`config.mk`:
```
export PLATFORM = sky130hd
export DESIGN_NAME = msx_engine
export DESIGN_NICKNAME = d
export VERILOG_FILES = /design/src/rtl/msx_pkg.sv /design/src/rtl/msx_blk_add.sv /design/src/rtl/msx_star_core.sv /design/src/rtl/msx_engine.sv
export SDC_FILE = /design/constraint.sdc
export NUM_CORES = 1
export LEC_CHECK = 0
export BUFFER_PORTS_ARGS = -buffer_cell sky130_fd_sc_hd__buf_2
export CAP_MARGIN = 20
export CORE_MARGIN = 8
export CORE_UTILIZATION = 32
export CTS_CLUSTER_DIAMETER = 200
export DETAILED_ROUTE_END_ITERATION = 12
export PLACE_DENSITY = 0.63
export RECOVER_POWER = 50
export SLEW_MARGIN = 20
export SYNTH_ARGS = -nofsm -noshare
export SYNTH_HDL_FRONTEND = slang
export SYNTH_SLANG_ARGS = --single-unit
export TNS_END_PERCENT = 5
```
`constraint.sdc`:
```
create_clock -name clk -period 7.35 [get_ports clk]
set_input_delay 0 -clock clk [delete_from_list [all_inputs] [get_ports clk]]
set_output_delay 0 -clock clk [all_outputs]
set_load 0.01 [all_outputs]
```
`src/rtl/msx_pkg.sv`:
```
package msx_pkg;
    localparam int unsigned MSX_BLK_W  = 64;
    localparam int unsigned MSX_LIMB_W = 16;

    function automatic int unsigned limb_count(int unsigned w, int unsigned l);
        return (w + l - 1) / l;
    endfunction
endpackage

```
`src/rtl/msx_blk_add.sv`:
```
module msx_blk_add #(
    parameter int unsigned W      = msx_pkg::MSX_BLK_W,
    parameter int unsigned LIMB_W = msx_pkg::MSX_LIMB_W
) (
    input  logic [W-1:0] a,
    input  logic [W-1:0] b,
    input  logic         cin,
    output logic [W-1:0] sum,
    output logic         cout
);
    localparam int unsigned NLIMB = msx_pkg::limb_count(W, LIMB_W);

    logic [NLIMB:0] chain;
    assign chain[0] = cin;

    for (genvar g = 0; g < NLIMB; g++) begin : g_limb
        localparam int unsigned LO = g * LIMB_W;
        localparam int unsigned HI = ((g + 1) * LIMB_W > W) ? W - 1 : (g + 1) * LIMB_W - 1;
        localparam int unsigned SW = HI - LO + 1;
        logic [SW:0] part;
        always_comb begin
            part = {1'b0, a[HI:LO]} + {1'b0, b[HI:LO]} + {{SW{1'b0}}, chain[g]};
        end
        assign sum[HI:LO]  = part[SW-1:0];
        assign chain[g+1]  = part[SW];
    end

    assign cout = chain[NLIMB];
endmodule

```
`src/rtl/msx_star_core.sv`:
```
module msx_star_core #(
    parameter int unsigned W      = msx_pkg::MSX_BLK_W,
    parameter int unsigned LIMB_W = msx_pkg::MSX_LIMB_W
) (
    input  logic [W-1:0] mk,
    input  logic [W-1:0] cc,
    input  logic         cin,
    output logic [W-1:0] reach_c,
    output logic         cout
);
    logic [W-1:0] seed;
    logic [W-1:0] total;

    assign seed = mk & cc;

    msx_blk_add #(.W(W), .LIMB_W(LIMB_W)) u_add (
        .a    (seed),
        .b    (cc),
        .cin  (cin),
        .sum  (total),
        .cout (cout)
    );

    assign reach_c = (total ^ cc) | mk;
endmodule

```
`src/rtl/msx_engine.sv`:
```
module msx_engine #(
    parameter int unsigned BLK_W  = msx_pkg::MSX_BLK_W,
    parameter int unsigned LIMB_W = msx_pkg::MSX_LIMB_W
) (
    input  logic             clk,
    input  logic             rst_n,
    input  logic             strm_start,
    input  logic             blk_vld,
    input  logic [BLK_W-1:0] mark,
    input  logic [BLK_W-1:0] cls,
    output logic             res_vld,
    output logic [BLK_W-1:0] reach
);
    typedef struct packed {
        logic             carry;
        logic             vld;
        logic [BLK_W-1:0] res;
    } eng_st_t;

    eng_st_t st_d, st_q;

    logic             cin_use;
    logic [BLK_W-1:0] core_res;
    logic             core_cout;

    assign cin_use = strm_start ? 1'b0 : st_q.carry;

    msx_star_core #(.W(BLK_W), .LIMB_W(LIMB_W)) u_core (
        .mk      (mark),
        .cc      (cls),
        .cin     (cin_use),
        .reach_c (core_res),
        .cout    (core_cout)
    );

    always_comb begin
        st_d     = st_q;
        st_d.vld = blk_vld;
        if (blk_vld) begin
            st_d.res   = core_res;
            st_d.carry = core_cout;
        end else if (strm_start) begin
            st_d.carry = 1'b0;
        end
    end

    always_ff @(posedge clk or negedge rst_n) begin
        if (!rst_n) begin
            st_q <= '0;
        end else begin
            st_q <= st_d;
        end
    end

    assign res_vld = st_q.vld;
    assign reach   = st_q.res;
endmodule

```
[Word-level counts from Yosys, hierarchy flattened]
Index checks and enable logic that the tools add are counted.
Word-level totals
  input bits: 132
  output and inout port bits: 65
  register bits: 66
Cells by class
  bitwise operators: 3
  add/subtract/negate cells: 8
  muxes and demuxes: 2
Operator list (count)
  16-bit by 16-bit adder with 17-bit output: 4
  17-bit by 1-bit adder with 17-bit output: 4
  64-bit bitwise AND: 1
  64-bit OR: 1
  64-bit bitwise XOR: 1
  1-bit two-way mux: 2

[Logic depth before layout (Yosys ltp)]
  depth after elaboration: 8
  mapped depth: 37
  mapped depth without buffers: 37

[By module]
Synthesis repeated with hierarchy kept, for this count alone.
Unflattened totals
  cell total of the unflattened synthesis: 823
  area, all modules: 7712.4 um2
By module, submodules not included
  msx_blk_add: area an instance 3140.5 um2, cells each 428, seq. area each 0.0 um2, instances 1
  msx_engine: area an instance 3130.5 um2, cells each 203, seq. area each 1651.6 um2, instances 1
  msx_star_core: area an instance 1441.4 um2, cells each 192, seq. area each 0.0 um2, instances 1

[Worst setup path after synthesis]
OpenSTA, ideal clock, no wires.
  kind: reg2reg
  from: register st_q[65] in the netlist's numbering
  to: register st_q[65] in the netlist's numbering
  path buffers: 0
  setup slack: 0.354 ns
  stages on the path, launching flop included: 38
  arrival time: 6.859 ns
  cells stage by stage: dfrtp_1 > nor2b_1 > ha_1 > a21o_1 > ha_1 > a211oi_1 > nor4_1 > nor3_1 > o22ai_1 > o221ai_1 > o21ai_0 > ha_1 > a21o_1 > ha_1 > a211oi_1 > o21ai_0 > a21boi_0 > o21ai_0 > [... 2 more ...] > ha_1 > a21o_1 > ha_1 > a211o_1 > a21o_1 > nand3_2 > a41oi_1 > a2111oi_0 > nor2_1 > ha_1 > a21o_1 > ha_1 > a211oi_1 > o21ai_0 > a21oi_1 > nor4b_1 > o31ai_1 > a21oi_1
RTL lines
  start: declaration: RTL line msx_engine.sv:20  | eng_st_t st_d, st_q;
  start signal: assignment: RTL line msx_engine.sv:51  | st_q <= st_d;

==> reports/results.txt <==
The layout cell share with drive strength beyond 1 came out at 25.9%. The horizontal die dimension was 137 um; the post-route cell area was 6250 um2. In this run, the clock network consumes 38.8% of the power.

Of the total synthesized cell area, the portion taken by full adders, half adders and majority gates is 2.14%. Total of flip-flops plus latches after synthesis: 66. The total of fill cells in the finished design is 1516. The clock net in this run drives a total of 66 sinks.

The warning count from the yosys run was 0; the multiplexer share of the synthesized area was 0.696%. The biggest area contributor in the post-synthesis netlist is sky130_fd_sc_hd__dfrtp_1. Once routing completed, OpenROAD measured the worst setup slack at 0.476 ns.

CTS placed an instance of sky130_fd_sc_hd__clkbuf_16 at the clock tree root. The via count of the routed design is 4718, and the number of detailed-routing iterations run before antenna repair is 4. The run gives 0.00758 ns as the worst hold slack across all endpoints. STA classifies the critical path startpoint as a flip-flop. Final clock period utilization by the worst path: 93.5%.

The area of the mapped netlist was 4670 um2; the register-to-register setup slack was 0.48 ns. The post-synthesis area per instance was 8.22 um2. By area, the combinational part of the netlist is dominated by compound AO/OA/AOI/OAI gates. The run gives 14400 um2 as the core box area.

The number of buffers between clock root and the deepest sink was 2. The run finished, with violations left. The number of port buffers is 196. Timing analysis after detailed placement gives a worst setup slack of -0.667 ns. Summed over all layers, the global routing overflow is 0. IR analysis of the VDD net gives a maximum drop of 0.000109 V.

Most used cell along the critical path: sky130_fd_sc_hd__ha_1. In the routed layout, each cell is associated on average with a via count of 4.96. Net switching is 29.8% of the power.

In this design, the largest share of critical-path delay is due to compound AO/OA/AOI/OAI gates. For the via count of the first global-routing pass, the log shows 4769. The endpoint identified for the worst register-to-register timing path is st_q[65]. Subtracting the final worst setup slack from the clock period gives 6.87 ns. For the final setup violation count, the log shows 0. The worst slew margin relative to its limit came out at -155%.

The total count of max-transition violations in the final report is 67. The H-tree level count was 3; the number of nets in the synthesized netlist was 708. The worst hold path begins at cls[40].

TritonCTS built the clock tree. Combinational logic is responsible for 24.5% of the overall power. Once layout is complete, the cells apart from fillers number 952. Most common cell in the netlist: sky130_fd_sc_hd__nor2_1. In this design, the stage delay of the slowest critical-path cell is 0.38 ns. The share of synthesized cell area in and, or, nand and nor gates came out at 19.7%.

The number of cells on the worst reg-to-reg path is 38. Summing the areas of all compound-gate instances in the mapped netlist gives 27.8% of the synthesized area. Clock latency on the worst-skew pair, taken at its later pin, is 0.34 ns. In this run the worst hold path is classified as primary input to flip-flop. The worst hold path depth works out to 3.

197 I/O pins were placed. The count of maximum capacitance violations was 1. The cell internal power dissipation was 0.000808 W; the pin count of the biggest net entering global routing was 78.

For this block, the routed nets add up to 15.0 mm of wire. The initial utilization of the core area, before any placement, comes to 32.4%. Between clock sinks in the finished design, the worst skew comes to 0.00569 ns. For this design the static power due to leakage is 2.74 nW. For this run, the register share of the synthesized area comes to 35.4%.

The power dissipated by switching net loads was 0.000343 W. Ranked by instance count, the synthesized netlist is headed by 88 x sky130_fd_sc_hd__nor2_1, 82 x sky130_fd_sc_hd__a21oi_1, 66 x sky130_fd_sc_hd__dfrtp_1. The path with the worst hold slack has its endpoint at reach[45]. The number of library cell types mapped by synthesis was 59; the xor and xnor fraction of the mapped netlist area was 1.50%.

Timing would allow up to 145 MHz. For the sequential fraction of design power, the log shows 36.7%. At the pin with the least slew margin, the transition time is 3.83 ns.

At the worst endpoint, the arrival time is 7.07 ns. The endpoint kind of the worst setup timing path was a flip-flop. Of all flip-flops after synthesis, the portion carrying an async set or reset was 100%. The critical path is of the flip-flop to flip-flop type. The buffering stage count on the worst path with inverters included is 1. The slowest stage of the critical path is the sky130_fd_sc_hd__a2111oi_2 cell.

The area growth from synthesis to layout is 33.9%. For the final hold violation count, the log shows 0. After clock tree synthesis, the clock-pin slew on the worst setup and hold paths is 0.06 ns. The tools report the initial antenna violation count as 1.

The number of enable-type register cells in the synthesized netlist was 0; the portion of synthesized cell area occupied by the leading cell type was 35.4%. Floorplan row count: 44. The number of buffers added by the clock tree synthesis step is 9. The die covers 18700 um2.

In the synthesized netlist the dominant register cell turns out to be sky130_fd_sc_hd__dfrtp_1. Synthesis produced 568 cells. In this run the critical register-to-register path is launched from st_q[65]. The logs give 5440 um2 for the standard cell area after detailed placement and 15.8% for the overall global routing resource usage.

The tools report the count of nets after finishing as 902. In this run, the number of DRC markers left after iteration 0 of detailed routing was 224. The die height is 137 um, and the required time at the worst-slack endpoint is 7.55 ns. The final reports fail on max-capacitance violations, max-slew violations. Counting tap cells, the placed design contains a total of 882 instances. The peak fanout along the critical path is 3.

Overall power consumption after layout is estimated at 0.00115 W. Once detailed placement completed, the half-perimeter wirelength came to 11.1 mm. The logs give 0 for the DRC violation count after routing and 23.7 mm for the wire length of the first global-routing pass.

The wire length per cell was 15.8 um. The ratio of total power to cell area is 184 nW/um2, and the number of nets with antenna violations after routing is 0. Routability-driven placement finished with a final weighted congestion of 0.875. Sorting the synthesized cells by area gives the leading types as sky130_fd_sc_hd__dfrtp_1 35%, sky130_fd_sc_hd__buf_4 10%, sky130_fd_sc_hd__a21oi_1 8.8%, sky130_fd_sc_hd__nor2_1 7.1%, sky130_fd_sc_hd__a21o_1 3.7%.
## power by group through the flow
stage / Clock, W / Sequential [W] / Combinational (W)
2_1_floorplan: 0 / 0.000423 / 0.000178
3_3_place_gp: 0 / 0.000428 / 0.000260
3_5_place_dp: 0 / 0.000428 / 0.000262
4_1_cts: 0.000459 / 0.000422 / 0.000291
5_1_grt: 0.000474 / 0.000428 / 0.000315
6_report: 0.000446 / 0.000423 / 0.000282
## repair_timing
item	in CTS	in global routing
buffers inserted	12	1
resized for setup	14	14
pin swaps	6	17
hold buffers	40	0
setup endpoints to repair	16	12
endpoints found under the hold margin	98	0
## layer usage
metal,global-route usage (%),part of all wire (%)
met4,4.53,1.4
met5,0,0
met1,19.4,44
met2,25.9,48
met3,5.32,7.2
## kinds of logic after synthesis
kind of cell    after synthesis
flops                        66
fa+ha+maj                     8
compound gates              205
simple gates                183
mux                           3
buf+inv                      95
xor+xnor                      8
## cells in the final DEF (no fill, tap or decap), types with 3 or more instances in the layout
cell type	synthesis	layout
sky130_fd_sc_hd__a21o_1	23	23
sky130_fd_sc_hd__ha_1	8	6
sky130_fd_sc_hd__a2111oi_0	4	3
sky130_fd_sc_hd__a211oi_1	9	4
sky130_fd_sc_hd__clkbuf_1	9	69
sky130_fd_sc_hd__a211oi_2	1	6
sky130_fd_sc_hd__o21ai_2	0	4
sky130_fd_sc_hd__dlygate4sd3_1	0	40
sky130_fd_sc_hd__a21oi_1	82	81
sky130_fd_sc_hd__xor2_1	8	8
sky130_fd_sc_hd__o21bai_1	9	9
sky130_fd_sc_hd__nand4b_1	3	3
sky130_fd_sc_hd__a211o_1	6	6
sky130_fd_sc_hd__o21ai_0	34	29
sky130_fd_sc_hd__nand2_1	23	23
sky130_fd_sc_hd__o211ai_1	4	4
sky130_fd_sc_hd__o31ai_1	3	3
sky130_fd_sc_hd__nand2b_1	5	5
sky130_fd_sc_hd__nand3b_1	4	4
sky130_fd_sc_hd__nand3_1	7	7
sky130_fd_sc_hd__buf_4	64	26
sky130_fd_sc_hd__o21a_1	4	4
sky130_fd_sc_hd__a31oi_1	7	7
sky130_fd_sc_hd__buf_2	0	129
sky130_fd_sc_hd__nor4bb_1	3	3
sky130_fd_sc_hd__nor2b_1	14	14
sky130_fd_sc_hd__dfrtp_1	66	66
sky130_fd_sc_hd__clkbuf_16	0	9
sky130_fd_sc_hd__nor4b_1	5	5
sky130_fd_sc_hd__inv_1	17	17
sky130_fd_sc_hd__nor2_1	88	88
sky130_fd_sc_hd__nor3b_1	3	3
sky130_fd_sc_hd__nor3_1	9	8
## metrics by stage
stage	TNS, ns	utilization (%)
5_1_grt	-0.0751	43.3
4_1_cts	0	43.5
6_report	0	43.3
2_1_floorplan	0	-
3_3_place_gp	-4.11	37.7
3_5_place_dp	-6.09	37.7
## sequential cells by signal, indices dropped and copies added, names as in the netlist
name     flops
st_q         1
res_vld      1
reach       64
## worst register-to-register path, delay by kind of cell, from the launching register on
kind	cells	cell delay, ns
fa+ha+maj	8	1.61
simple gates	6	0.70
flops	1	0.35
compound gates	23	3.97
buf+inv	1	0.12
## layout make-up
cell class,instances,area [um2],area share [%]
clock buffer,14,264,4.22
tap,184,230,3.68
clock inverter,2,35.0,0.560
sequential,66,1650,26.4
multi-input combinational,407,2520,40.2
antenna,1,2.50,0.0400
inverter,17,63.8,1.02
timing repair buffer,261,1490,23.8
## worst max-delay path by stage
stage          startpoint         to  slack (ns)  cells past startpoint
3_3_place_gp     st_q[65]   st_q[65]       -0.48                     38
6_report         st_q[65]   st_q[65]        0.48                     38
3_5_place_dp     st_q[65]   st_q[65]       -0.67                     38
5_1_grt          st_q[65]   st_q[65]       -0.08                     38
2_1_floorplan    st_q[65]   st_q[65]        0.35                     37
4_1_cts          st_q[65]  reach[63]        0.03                     36
Power figures use the tool's default switching activity.
